File: src/rtl/npk_pkg.sv
package npk_pkg;

  localparam int WORD_W = 16;

  // Preamble words that open every burst, in line order.
  localparam logic [WORD_W-1:0] SYNC_A = 16'hF872;
  localparam logic [WORD_W-1:0] SYNC_B = 16'h4E1F;

  // Header words before payload: two sync, info, length.
  localparam int HDR_WORDS = 4;

  typedef enum logic [3:0] {
    ST_HUNT,   // searching FIFO for a first sync word, sending stuffing
    ST_ARM,    // first sync held, waiting for the second
    ST_SYNC2,  // send second sync word
    ST_INFO,   // send info word
    ST_LEN,    // send (possibly clipped) length word
    ST_PAY,    // send payload words
    ST_FILL,   // zero fill to end of repetition period
    ST_N2,     // null burst, second sync
    ST_N3,     // null burst, info word
    ST_N4      // null burst, length word
  } npk_state_e;

endpackage

File: src/rtl/npk_null_timer.sv
module npk_null_timer #(
  parameter int GW = 12
) (
  input  logic          clk,
  input  logic          rst_n,
  input  logic          step,
  input  logic          clr,
  input  logic [GW-1:0] gap,
  output logic          due
);

  logic [GW:0] cnt_q, cnt_d;
  logic [GW:0] limit;

  assign limit = {gap, 1'b0};
  assign due   = (gap != '0) && (cnt_q == limit);

  always_comb begin
    cnt_d = cnt_q;
    if (clr)
      cnt_d = '0;
    else if (step && (cnt_q != limit))
      cnt_d = cnt_q + 1'b1;
  end

  always_ff @(posedge clk or negedge rst_n) begin
    if (!rst_n)
      cnt_q <= '0;
    else
      cnt_q <= cnt_d;
  end

  // Once due, stays due until a burst start clears the count.
  p_due_holds_r8 : assert property (@(posedge clk) disable iff (!rst_n)
    (due && !clr) |=> due);

endmodule

File: src/rtl/npk_len_clip.sv
module npk_len_clip #(
  parameter int PW = 16
) (
  input  logic [PW-1:0] rep,
  input  logic [PW-1:0] len_in,
  output logic [PW-1:0] len_out,
  output logic          trunc
);

  import npk_pkg::*;

  logic [PW-1:0] room;

  always_comb begin
    room    = (rep > PW'(HDR_WORDS)) ? rep - PW'(HDR_WORDS) : '0;
    len_out = len_in;
    trunc   = 1'b0;
    if ((rep != '0) && (len_in > room)) begin
      len_out = room;
      trunc   = 1'b1;
    end
  end

endmodule

File: src/rtl/npk_period_ctr.sv
module npk_period_ctr #(
  parameter int PW = 16
) (
  input  logic          clk,
  input  logic          rst_n,
  input  logic          start,
  input  logic          adv,
  input  logic          load,
  input  logic [PW-1:0] load_val,
  input  logic          dec,
  output logic [PW-1:0] pcnt,
  output logic [PW-1:0] rem
);

  logic [PW-1:0] pcnt_d, rem_d;

  always_comb begin
    pcnt_d = pcnt;
    if (start)
      pcnt_d = PW'(1);
    else if (adv)
      pcnt_d = pcnt + 1'b1;
  end

  always_comb begin
    rem_d = rem;
    if (load)
      rem_d = load_val;
    else if (dec && (rem != '0))
      rem_d = rem - 1'b1;
  end

  always_ff @(posedge clk or negedge rst_n) begin
    if (!rst_n) begin
      pcnt <= '0;
      rem  <= '0;
    end else begin
      pcnt <= pcnt_d;
      rem  <= rem_d;
    end
  end

endmodule

File: src/rtl/npk_burst_packer.sv
module npk_burst_packer #(
  parameter int PW = 16,
  parameter int GW = 12
) (
  input  logic          clk,
  input  logic          rst_n,
  input  logic [PW-1:0] cfg_rep_words,
  input  logic [GW-1:0] cfg_null_gap,
  input  logic          sub_req,
  input  logic          fifo_empty,
  input  logic [15:0]   fifo_data,
  output logic          fifo_rd,
  output logic [15:0]   out_word,
  output logic          out_stb,
  output logic          out_vbit,
  output logic          burst_trunc
);

  import npk_pkg::*;

  // Reset: asserted asynchronously, released on the clock.
  logic [1:0] rs_q;
  logic       rst_i_n;

  always_ff @(posedge clk or negedge rst_n) begin
    if (!rst_n)
      rs_q <= 2'b00;
    else
      rs_q <= {rs_q[0], 1'b1};
  end
  assign rst_i_n = rs_q[1];

  npk_state_e st, st_n;

  logic              pop;
  logic [WORD_W-1:0] word;
  logic              t_step, t_clr, null_due;
  logic              p_start, p_adv, pay_load, pay_dec, trunc_upd;
  logic [PW-1:0]     pcnt, rem, cnt_next;
  logic [PW-1:0]     len_in, clip_len;
  logic              clip_trunc, fill_more, head_sync_a, head_sync_b;

  assign head_sync_a = !fifo_empty && (fifo_data == SYNC_A);
  assign head_sync_b = !fifo_empty && (fifo_data == SYNC_B);
  assign len_in      = fifo_empty ? '0 : PW'(fifo_data);
  assign cnt_next    = pcnt + 1'b1;
  assign fill_more   = (cfg_rep_words != '0) && (cnt_next < cfg_rep_words);

  npk_len_clip #(.PW(PW)) u_clip (
    .rep     (cfg_rep_words),
    .len_in  (len_in),
    .len_out (clip_len),
    .trunc   (clip_trunc)
  );

  npk_period_ctr #(.PW(PW)) u_pctr (
    .clk      (clk),
    .rst_n    (rst_i_n),
    .start    (p_start),
    .adv      (p_adv),
    .load     (pay_load),
    .load_val (clip_len),
    .dec      (pay_dec),
    .pcnt     (pcnt),
    .rem      (rem)
  );

  npk_null_timer #(.GW(GW)) u_ntmr (
    .clk   (clk),
    .rst_n (rst_i_n),
    .step  (t_step),
    .clr   (t_clr),
    .gap   (cfg_null_gap),
    .due   (null_due)
  );

  // Next-state and per-word decisions.
  always_comb begin
    st_n      = st;
    pop       = 1'b0;
    word      = '0;
    t_step    = 1'b0;
    t_clr     = 1'b0;
    p_start   = 1'b0;
    p_adv     = 1'b0;
    pay_load  = 1'b0;
    pay_dec   = 1'b0;
    trunc_upd = 1'b0;
    if (sub_req && rst_i_n) begin
      unique case (st)
        ST_HUNT: begin
          if (!fifo_empty) begin
            pop    = 1'b1;
            t_step = 1'b1;
            if (head_sync_a)
              st_n = ST_ARM;
          end else if (null_due) begin
            word  = SYNC_A;
            t_clr = 1'b1;
            st_n  = ST_N2;
          end else begin
            t_step = 1'b1;
          end
        end
        ST_ARM: begin
          if (head_sync_b) begin
            pop     = 1'b1;
            word    = SYNC_A;
            p_start = 1'b1;
            t_clr   = 1'b1;
            st_n    = ST_SYNC2;
          end else if (head_sync_a) begin
            pop = 1'b1;
          end else if (!fifo_empty) begin
            st_n = ST_HUNT;
          end
        end
        ST_SYNC2: begin
          word  = SYNC_B;
          p_adv = 1'b1;
          st_n  = ST_INFO;
        end
        ST_INFO: begin
          pop   = !fifo_empty;
          word  = fifo_empty ? '0 : fifo_data;
          p_adv = 1'b1;
          st_n  = ST_LEN;
        end
        ST_LEN: begin
          pop       = !fifo_empty;
          word      = WORD_W'(clip_len);
          pay_load  = 1'b1;
          trunc_upd = 1'b1;
          p_adv     = 1'b1;
          if (clip_len != '0)
            st_n = ST_PAY;
          else
            st_n = fill_more ? ST_FILL : ST_HUNT;
        end
        ST_PAY: begin
          pop     = !fifo_empty;
          word    = fifo_empty ? '0 : fifo_data;
          p_adv   = 1'b1;
          pay_dec = 1'b1;
          if (rem > PW'(1))
            st_n = ST_PAY;
          else
            st_n = fill_more ? ST_FILL : ST_HUNT;
        end
        ST_FILL: begin
          p_adv = 1'b1;
          if (!fill_more) begin
            if (head_sync_a) begin
              pop  = 1'b1;
              st_n = ST_ARM;
            end else begin
              st_n = ST_HUNT;
            end
          end
        end
        ST_N2: begin
          word = SYNC_B;
          st_n = ST_N3;
        end
        ST_N3: begin
          st_n = ST_N4;
        end
        ST_N4: begin
          if (head_sync_a) begin
            pop  = 1'b1;
            st_n = ST_ARM;
          end else begin
            st_n = ST_HUNT;
          end
        end
        default: st_n = ST_HUNT;
      endcase
    end
  end

  assign fifo_rd = pop;

  // Registers.
  always_ff @(posedge clk or negedge rst_i_n) begin
    if (!rst_i_n) begin
      st          <= ST_HUNT;
      out_word    <= '0;
      out_stb     <= 1'b0;
      out_vbit    <= 1'b0;
      burst_trunc <= 1'b0;
    end else begin
      st      <= st_n;
      out_stb <= sub_req;
      if (sub_req) begin
        out_word <= word;
        out_vbit <= 1'b1;
      end
      if (trunc_upd)
        burst_trunc <= clip_trunc;
    end
  end

  p_one_word_per_req_r2 : assert property (@(posedge clk) disable iff (!rst_i_n)
    sub_req |=> out_stb);

  p_no_word_without_req_r2 : assert property (@(posedge clk) disable iff (!rst_i_n)
    !sub_req |=> !out_stb);

  p_pop_only_when_avail_r4 : assert property (@(posedge clk) disable iff (!rst_i_n)
    fifo_rd |-> !fifo_empty);

  p_first_sync_out_r3 : assert property (@(posedge clk) disable iff (!rst_i_n)
    (st == ST_ARM && sub_req && head_sync_b) |=> (out_word == SYNC_A));

  p_second_sync_out_r3 : assert property (@(posedge clk) disable iff (!rst_i_n)
    (st == ST_SYNC2 && sub_req) |=> (out_word == SYNC_B && st == ST_INFO));

  p_fill_is_zero_r5 : assert property (@(posedge clk) disable iff (!rst_i_n)
    (st == ST_FILL && sub_req) |=> (out_word == '0));

  p_vbit_with_word_r9 : assert property (@(posedge clk) disable iff (!rst_i_n)
    out_stb |-> out_vbit);

endmodule

File: config.mk
export PLATFORM = sky130hd
export DESIGN_NAME = npk_burst_packer
export DESIGN_NICKNAME = d
export VERILOG_FILES = /design/src/rtl/npk_pkg.sv /design/src/rtl/npk_null_timer.sv /design/src/rtl/npk_len_clip.sv /design/src/rtl/npk_period_ctr.sv /design/src/rtl/npk_burst_packer.sv
export SDC_FILE = /design/constraint.sdc
export NUM_CORES = 1
export LEC_CHECK = 0
export ABC_AREA = 1
export BUFFER_PORTS_ARGS = -buffer_cell sky130_fd_sc_hd__buf_2
export CAP_MARGIN = 20
export CELL_PAD_IN_SITES_DETAIL_PLACEMENT = 1
export CELL_PAD_IN_SITES_GLOBAL_PLACEMENT = 1
export CORE_MARGIN = 2
export CORE_UTILIZATION = 40
export CTS_BUF_LIST = sky130_fd_sc_hd__clkbuf_8
export DETAILED_ROUTE_END_ITERATION = 12
export GPL_TIMING_DRIVEN = 0
export HOLD_SLACK_MARGIN = 0.15
export PLACE_DENSITY_LB_ADDON = 0.3
export SLEW_MARGIN = 25
export SYNTH_ARGS = -nofsm -noshare
export SYNTH_HDL_FRONTEND = slang
export SYNTH_SLANG_ARGS = --single-unit
export TNS_END_PERCENT = 1
File: constraint.sdc
create_clock -name clk -period 5.67 [get_ports clk]
set_input_delay 1.134 -clock clk [delete_from_list [all_inputs] [get_ports clk]]
set_output_delay 1.134 -clock clk [all_outputs]
set_load 0.05 [all_outputs]
==> impl_results.md, run 1 <==
- Die area: approximately 16000 sq um
- Worst Path Class, Setup: reg -> out
- Depth of the CTS H-tree: 3
- Worst Setup Slack, final: ~0.48 ns
- Synth unique cells: 48
- Worst vdd ir: 0.000157 V
- Number of synthesized register bits: 70
- P&R area growth vs syn: 14.0%
- Final GP Congestion: between 0.9 and 1
- GRT overflow: 0
- Die Span X: 125 microns
- Cells after DPL: 1123
- Final hold viol count: 0
- Fin cells: between 1000 and 1500
- CP cell instances: nand2_1, nor2_1, nand3_1, nor2_1, nand3_1, or4_1, xor2_1, inv_1, ha_1, nand2_1, inv_1, nand3_1, nor3_1, o21ai_0, nand3_1, o21ai_0, a21oi_1, clkbuf_4
- Iter 0 DRT Violations: approximately 390
- CP startpoint: u_pctr.pcnt[0]
- Sink Count: 70
- CP most frequent cell: nand3_1
- Met2 usage: 0.418
- Slowest CP cell: or4_1
- Vias: 5981
- Vias per cell: 5.25
- Worst slew margin: 0.580
- Vias in the first global route: 6241
- Fin nets: 1036
- Worst Hold Class: reg -> async
- Setup violations, final: 0
- Asr flop ratio synth: 1.00
- Clock Skew: about 0.015 ns
- R2R Path Start: u_pctr.pcnt[0]
- Slew Viols, Final: 0
- PwrDens: approximately 350 nW/um^2
- CP top delay family: simple AND/OR/NAND/NOR gates
- Leak: ~3.5 nW
- Pre-antenna DRT Iters: 4
- Register area share after synthesis: 0.299
- Initial Util: 0.406
- Status: finished clean
- Most common cell after layout, fill and taps aside: nand2_1
- Top_reg_cell synth: dfrtp_1
- Worst reg-to-reg setup slack: 2.04 ns
- CP arrival: slightly above 4 ns
- Post-synth EDFFs: 0
- Final period utilization: 0.916
- Antenna Cells: 0
- Worst path bufs/invs: 3
- CTS clk-pin slew, worst paths: around 0.090 ns
- CP startpoint kind: flip-flop
- HPWL after DPL: ~15 mm
- Pin count of the biggest net entering global routing: 51
- Commonest non-fill, non-tap cells in the layout: nand2_1 (213), inv_1 (136), nor2_1 (117)
- CTS buffer count: 9
- Setup TNS: 0 ns
- Post-layout util: 0.463
- Placed Instance Area: 6450 sq um
- Syn nets: 958
- Yosys warning total: 0
- GR Util met1: 0.329
- Floorplan core area: 14400 sq um
- FMAX: 193 MHz
- Leading area contributor after synthesis: dfrtp_1
- Min Tclk post-route: 5.19 ns
- Top-area cell type share of the netlist area: 0.299
- CTS tree: done
- GRT met3 Usage: 0.0462
- Tot Pwr: 2.36 mW
- CP max stage delay: 0.44 ns
- Max clock buf depth: 2
- Core Rows: 44
- Die Ht: between 100 and 150 microns
- Per-cell routed wire length: 16.3 microns
- Mapped Cells: 872
- Fin area: around 6700 sq um
- GRT Total Usage: 0.246
- CP Max Fanout: 5
- Port Buffers: 66
- Max Cap Viol: 0
- Pre-CTS setup slack: 0.856 ns
- Nature of the critical path endpoint: output pin
- Worst-margin pin slew: between 0.6 and 0.7 ns
- Routed WL: 18.6 mm
- Hold Slack: 0.231 ns
- Ranking of synthesized cells by area: dfrtp_1 (30%), nand2_1 (14%), inv_1 (8.6%), ha_1 (8.1%), nor2_1 (7.5%)
- Post-Syn Area: 5860 sq um
- Synth Area per Inst: 6.72 sq um
- Clk Latency, worst-skew pair: 0.38 ns
- Initial antenna violation count: 1
- DRC: 0
- Root buffer cell: clkbuf_8
- Ports: a little under 70
- Share of cells above drive strength 1: 0.124
- Gr busiest metal: met2
- Worst Path Required: 4.54 ns
- First-pass GRT wire length: 31.3 mm
- ANT nets after route: 0
-- layer usage --
| layer | part of all wire | routed length [microns] |
|---|---|---|
| met1 | 0.47 | 8810 |
| met2 | 0.47 | 8710 |
| met3 | 0.043 | 805 |
| met4 | 0.015 | 272 |
| met5 | 0.00070 | 13 |
-- where the power goes --
group | switching (mW) | internal [mW] | leakage [nW]
registers | 0.152 | 0.664 | 0.860
clock network | 0.222 | 0.250 | 0.112
logic | 0.703 | 0.365 | 2.56
-- area by class of cell --
cell class,count,area (sq um)
repair buffers,67,360
clock inverters,7,97.6
inverters,141,529
plain buffers,13,77.6
flip-flops and latches,70,1760
well taps,184,230
multi-input cells,648,3510
clock buffers,9,124
fillers,1971,7740
-- cell usage after synthesis, types with 2 or more instances --
| library cell | number |
|---|---|
| buf_2 | 5 |
| nand2_1 | 213 |
| nor4_1 | 9 |
| xnor2_1 | 5 |
| dfrtp_1 | 70 |
| nor2_2 | 6 |
| xor2_1 | 33 |
| nand2_2 | 2 |
| inv_2 | 5 |
| nand3b_1 | 4 |
| inv_1 | 135 |
| or2_2 | 2 |
| o22ai_1 | 9 |
| a31oi_1 | 3 |
| a22o_1 | 9 |
| a211oi_1 | 2 |
| buf_6 | 2 |
| nor3_1 | 21 |
| a21oi_1 | 41 |
| nand3_1 | 52 |
| nor2_4 | 3 |
| clkbuf_1 | 3 |
| ha_1 | 38 |
| buf_4 | 2 |
| o211ai_1 | 6 |
| nor3b_1 | 2 |
| o21ai_0 | 35 |
| nor2_1 | 117 |
| o21ai_1 | 2 |
| o221ai_1 | 10 |
| nand4_1 | 9 |
-- sequential cells by signal, summed over array words and instances (netlist names) --
signal,cells
burst_trunc,1
out_stb,1
out_vbit,1
out_word,16
rs_q,2
st,4
u_ntmr.cnt_q,13
u_pctr.pcnt,16
u_pctr.rem,16
-- final timing paths --
check | to | cells past startpoint
max in group asynchronous | u_pctr.pcnt[14] | 1
setup / recovery | fifo_rd | 18
hold / removal | u_pctr.pcnt[6] | 0
min in group clk | rs_q[1] | 0
hold reg to reg | u_pctr.pcnt[6] | 0
setup reg to reg | st[0] | 19
-- cells by family (layout without fill, tap and decap cells) --
group,count (synthesis),after routing,share of synthesized area
flip-flops,70,70,0.299
adder cells (fa/ha/maj),38,38,0.0811
XOR/XNOR,38,38,0.0568
other,1,1,0.000640
AO/OA/AOI/OAI,123,123,0.127
buffers and inverters,154,237,0.104
AND/OR/NAND/NOR,448,448,0.332
-- repair_timing --
action / 4_1_cts / 5_1_grt
resized for setup: 0 / 2
setup endpoints to repair: 0 / 1
setup buffers: 0 / 0
hold buffers: 0 / 0
Note: power is estimated with default switching activity, not from simulation.
==> run 2, diff against run 1 <==
Settings changed: SYNTH_HIERARCHICAL from default to 1, TNS_END_PERCENT 1 to 100.
==> run 2 against run 1 <==
Compared with the run above: clock power shrank 4%; synthesized area grew 19%; cell area grew 17%; non-clock buffer count grew 11; sequential share of layout area shrank 3.8 points; power grew 6.8%; global-route usage is essentially flat; die area grew 18%.
==> impl_results.md, run 2 <==
- Status: finished clean
- Slew Viols, Final: 0
- PwrDens: ~320 nW/um^2
- Top-count cell post-synth: nand2_1
- Vias: between 7000 and 8000
- Cell-internal power: 1.29 mW
- Die Span X: approximately 140 microns
- Routed WL: between 20 and 25 mm
- CP Max Fanout: 7
- GRT Total Usage: 0.246
- Fill count: 2394
- Max clock buf depth: 2
- CTS clk-pin slew, worst paths: 0.08 ns
- CP most frequent cell: nand2_1
- Setup TNS: 0 ns
- Leading area contributor after synthesis: dfrtp_1
- Post_cts resized: 0
- Commonest non-fill, non-tap cells in the layout: nand2_1 (303), nor2_1 (146), inv_1 (145)
- Final GP Congestion: roughly 0.89
- Most common cell after layout, fill and taps aside: nand2_1
- P&R area growth vs syn: 12.4%
- Switch share: 0.486
- Adder-Cell Fraction of Synth Area: 0.0683
- Min Tclk post-route: around 4.6 ns
- Worst r2r dst: u_ntmr/cnt_q[6]
- Pin count of the biggest net entering global routing: 38
- Per-cell routed wire length: 15.9 microns
- Top-area cell type share of the netlist area: 0.252
- Biggest regs: out_word x16, u_pctr/pcnt x16, u_pctr/rem x16
- Multiplexer share of the synthesized area: 0.00162
- Clock Skew: 0.0166 ns
- CTS buffer count: 9
- Pre-antenna DRT Iters: 4
- Port Buffers: 67
- Slowest CP cell: dfrtp_1
- CP startpoint: u_pctr/pcnt[2]
- Worst Hold Class: reg -> async
- Synth Area per Inst: 6.41 sq um
- Area of the multi-input gates: 4440 sq um
- Sw Pwr: 1.22 mW
- Flip-flop and latch area: 1760 sq um
- Ports: 68
- Asr flop ratio synth: 1.00
- Setup violations, final: 0
- Mapped Cells: about 1100
- Worst reg-to-reg setup slack: 2.38 ns
- Setup bufs post-CTS: 0
- Final hold viol count: 0
- Fin cells: 1394
- FMAX: roughly 220 MHz
- Initial Util: 0.405
- CP max stage delay: 0.47 ns
- Yosys warning total: 6
- Ranking of synthesized cells by area: dfrtp_1 (25%), nand2_1 (16%), nor2_1 (7.9%), inv_1 (7.8%), ha_1 (6.8%)
- Floorplan core area: 17200 sq um
- Final period utilization: 0.817
- Core Rows: 48
- Worst slew margin: 0.533
- Iter 0 DRT Violations: 315
- Worst path bufs/invs: 2
- Sink Count: 70
- CP arrival: 3.50 ns
- Vias per cell: roughly 5.2
- CTS tree: done
- Nature of the critical path endpoint: output pin
- Worst-margin pin slew: approximately 0.7 ns
- Clk Latency, worst-skew pair: 0.38 ns
- Worst vdd ir: 0.000195 V
- Post-Syn Area: roughly 7000 sq um
- Clock network power share: 0.181
- Tot Pwr: 2.51 mW
- Largest family of logic cells by synthesized area: simple AND/OR/NAND/NOR gates
- Sequential share of power: 0.313
- Die Ht: 136 microns
- CP startpoint kind: flip-flop
- Number of synthesized register bits: 70
- Share of cells above drive strength 1: 0.164
- Top cells by count, synth: nand2_1 (303), nor2_1 (146), inv_1 (144)
- HPWL after DPL: around 18 mm
- Leak: about 4.2 nW
- Xor and xnor area share after synthesis: 0.0327
- Synth unique cells: 53
- Gate power share: 0.507
- Worst Path Class, Setup: reg -> out
- Top_reg_cell synth: dfrtp_1
- Hold buffer count at cts: 0
- Syn nets: 1171
- First-pass GRT wire length: 35.8 mm
- CP cell instances: and3_1, nand4_1, nor2_1, nand2_1, nor2_1, xor2_1, inv_1, ha_1, a21oi_1, nor2_1, nor2_1, nand2_1, nor2_1, nand2_1, nand2_1, nand2_1, nand2_1, a21oi_1, buf_2
- Vias in the first global route: 7275
- CP top delay family: simple AND/OR/NAND/NOR gates
- Root buffer cell: clkbuf_8
- Cells after DPL: 1378
- Max Cap Viol: 0
- Synth Area in Simple Gates: 0.446
- Register area share after synthesis: 0.252
- R2R cell count: 17
- R2R Path Start: u_ntmr/cnt_q[4]
- ANT nets after route: 0
- Post-synth EDFFs: 0
- GRT overflow: 0
- Worst Path Required: 4.54 ns
- DRC: 0
- Fin nets: 1250
- Depth of the CTS H-tree: 3
- Die area: 18500 sq um
- Initial antenna violation count: 0
- Antenna Cells: 0
- Compound-Gate Fraction of Synth Area: 0.0887
- RSZ-0062 raised after global routing: false
==> run 2: cell types whose count changed in the layout (fill, tap and decap cells not counted), sizes merged, moves of 7 or more <==
| cell | delta |
|---|---|
| buf | +9 |
| o221ai | -10 |
| a21oi | -7 |
| o22ai | -8 |
| nor3 | -7 |
| xor2 | -20 |
| nand4 | +28 |
| inv | +13 |
| nand3 | +47 |
| nor2 | +43 |
| a22o | -9 |
| a22oi | +8 |
| nand2 | +117 |
| xnor2 | +8 |
==> run 2: metrics by stage <==
step | hold slack, ns | area (sq um) | setup WS, ns | utilization
finish | 0.292 | 7820 | 1.04 | 0.455
detailed placement | 0.321 | 7600 | 0.734 | 0.442
global route | 0.339 | 7820 | 0.659 | 0.455
global placement | 0.333 | 7570 | 0.231 | 0.441
floorplan | 0.331 | 6960 | 1.26 | -
CTS | 0.323 | 7820 | 0.967 | 0.455
==> run 2: routing by layer <==
| metal | vias up | share of wire | GRT usage |
|---|---|---|---|
| met1 | 3483 | 0.45 | 0.299 |
| li1 | 3633 | - | - |
| met4 | 0 | 0.013 | 0.0608 |
| met3 | 23 | 0.024 | 0.0377 |
| met5 | - | 0 | 0 |
| met2 | 84 | 0.52 | 0.454 |
==> run 2: cell families (layout without fill, tap and decap cells) <==
logic type,after synthesis,count (layout)
other,1,1
flip-flops,70,70
XOR/XNOR,26,26
multiplexers,1,1
AO/OA/AOI/OAI,99,99
buffers and inverters,180,264
AND/OR/NAND/NOR,670,670
adder cells (fa/ha/maj),38,38
==> run 2: power by group through the flow <==
stage	Combinational, mW	Clock (mW)	Sequential, mW
final	1.27	0.454	0.786
after global routing	1.43	0.484	0.807
after floorplan	0.863	0	0.857
after detailed placement	1.27	0	0.795
after global placement	1.23	0	0.796
after CTS	1.28	0.463	0.786
==> run 2: layout make-up <==
class                   count  share of cell area
plain buffers              23              0.0227
clock buffers              13              0.0229
clock inverters             3             0.00528
inverters                 157              0.0757
multi-input cells         835               0.567
flip-flops and latches     70               0.225
well taps                 225              0.0360
repair buffers             68              0.0454
==> run 2: how the worst max path moves through the flow <==
| stage | end | cells after the start | slack, ns |
|---|---|---|---|
| floorplan | fifo_rd | 3 | 1.26 |
| global placement | fifo_rd | 4 | 0.23 |
| detailed placement | st[2] | 30 | 0.73 |
| CTS | fifo_rd | 18 | 0.97 |
| global route | fifo_rd | 19 | 0.66 |
| finish | fifo_rd | 19 | 1.04 |
==> run 3, diff against run 2 <==
Clock period 5.67 ns to 4.1 ns, I/O delays scaled along.
==> run 3 against run 2 <==
Compared with the run above: clock-buffer cell count unchanged; sequential cell count unchanged; register-to-register slack got worse by 1.6 ns; cell count rose by 1.7%; clock power is 39% higher; hold slack lost 0.073 ns; routed wire length is 6.1% higher; power increased by 43%; utilization up 2.4 points; via count rose by 2.7%.
==> impl_results.md, run 3 (synthesis results as in run 2) <==
- Status: finished clean
- GRT overflow: 0
- Worst Hold Class: in -> async
- Final GP Congestion: 0.889
- Biggest regs: out_word x16, u_pctr/pcnt x16, u_pctr/rem x16
- Fill count: 2350
- Max Cap Viol: 0
- Fin cells: 1418
- Per-cell routed wire length: 16.6 microns
- CP Max Fanout: 3
- Depth of the CTS H-tree: 3
- Clk Latency, worst-skew pair: 0.39 ns
- Antenna Cells: 0
- Die Ht: between 100 and 150 microns
- CTS clk-pin slew, worst paths: 0.08 ns
- Slew Viols, Final: 0
- Worst Path Required: 3.28 ns
- FMAX: about 250 MHz
- Worst slew margin: 0.517
- Cells after DPL: 1378
- Ports: 68
- Port Buffers: 67
- Sink Count: 70
- Die Span X: roughly 140 microns
- RSZ-0062 raised after global routing: true
- CTS buffer count: 9
- Initial Util: 0.405
- Worst Setup Slack, final: 0.0372 ns
- Floorplan core area: 17200 sq um
- Tot Pwr: 3.60 mW
- PwrDens: 437 nW/um^2
- Setup TNS: 0 ns
- CP startpoint kind: flip-flop
- Hold Slack: 0.219 ns
- P&R area growth vs syn: 18.4%
- Fin area: 8240 sq um
- Worst Path Class, Setup: reg -> out
- Clock Skew: 0.0184 ns
- Max clock buf depth: 2
- Share of cells above drive strength 1: 0.225
- Fin nets: 1274
- Routed WL: approximately 24 mm
- Final hold viol count: 0
- Initial antenna violation count: 0
- Worst vdd ir: 0.000276 V
- First-pass GRT wire length: 36.1 mm
- ANT nets after route: 0
- Hold buffer count at cts: 0
- Setup violations, final: 0
- DRC: 0
- Min Tclk post-route: 4.06 ns
- Most common cell after layout, fill and taps aside: nand2_1
- CTS tree: done
- HPWL after DPL: 18.0 mm
- Pre-CTS setup slack: -0.522 ns
- GRT Total Usage: 0.248
- Final period utilization: 0.991
- Placed Instance Area: 7600 sq um
- Die area: 18500 sq um
- Vias per cell: 5.23
- Vias in the first global route: 7346
- Core Rows: 48
- Leak: 4.33 nW
- Root buffer cell: clkbuf_8
- CP arrival: 3.24 ns
- Nature of the critical path endpoint: output pin
- Post-layout util: 0.480
- Vias: between 7000 and 8000
- Pin count of the biggest net entering global routing: 38
- Worst-margin pin slew: 0.722 ns
- Commonest non-fill, non-tap cells in the layout: nand2_1 (291), inv_1 (143), nor2_1 (127)
- Iter 0 DRT Violations: 300
- Pre-antenna DRT Iters: 6
[run 3: cell types whose count changed in the layout (fill, tap and decap cells not counted), moves of 5 or more]
cell,previous run,this run
nor2_2,14,28
nor2_4,9,14
nand2_2,24,34
nor2_1,146,127
buf_4,3,27
dfrtp_1,69,63
dfrtp_2,0,6
nand2_1,303,291
[run 3: area by class of cell]
cell class,count,area [sq um],share of cell area
Clock inverter,3,41.3,0.00501
Tap cell,225,282,0.0342
Timing Repair Buffer,92,544,0.0661
Sequential cell,70,1760,0.214
Inverter,157,592,0.0718
Clock buffer,13,179,0.0217
Buffer,23,185,0.0225
Multi-Input combinational cell,835,4650,0.565
[run 3: path summary, 6_finish.rpt]
| path | slack, ns | startpoint | end | cells past startpoint |
|---|---|---|---|---|
| setup / recovery | 0.04 | u_pctr/pcnt[1] | fifo_rd | 18 |
| hold / removal | 0.22 | rst_n | rs_q[1] | 1 |
| setup reg to reg | 0.77 | rs_q[1] | u_pctr/pcnt[14] | 11 |
| max in group asynchronous | 3.20 | rs_q[1] | u_pctr/rem[3] | 1 |
| min in group clk | 0.36 | rs_q[0] | rs_q[1] | 0 |
| hold reg to reg | 0.29 | rs_q[1] | st[2] | 0 |
[run 3: repair_timing]
item	CTS	global route
buffers inserted	5	19
resized for setup	20	49
endpoints found under the setup margin	3	4
cloned	0	0
pin swaps	3	23
[run 3: worst max-delay path: stages (launching register included)]
cell and delay, ns:
dfrtp_1 0.43, ha_4 0.16, and3_4 0.20, nand3_4 0.08, nor3_4 0.22, nand3_2 0.12
nor2_2 0.13, xnor2_1 0.12, inv_1 0.09, ha_4 0.28, nand2_4 0.05, nor3_2 0.21
nand2_2 0.13, nand2_2 0.09, nand2_1 0.05, nand2_1 0.06, nand2_1 0.07, a21oi_2 0.18
buf_6 0.18
[run 3: where the power goes]
part | switching, mW | internal (mW)
clock network | 0.286 | 0.346
registers | 0.231 | 0.857
logic | 1.23 | 0.645
total | 1.75 | 1.85
[run 3: layer usage]
layer / vias to the layer above / track usage / share of wire
li1: 3679 / - / -
met1: 3593 / 0.299 / 0.43
met2: 103 / 0.460 / 0.52
met3: 40 / 0.0399 / 0.029
met4: 0 / 0.0584 / 0.019
met5: - / 0 / 0
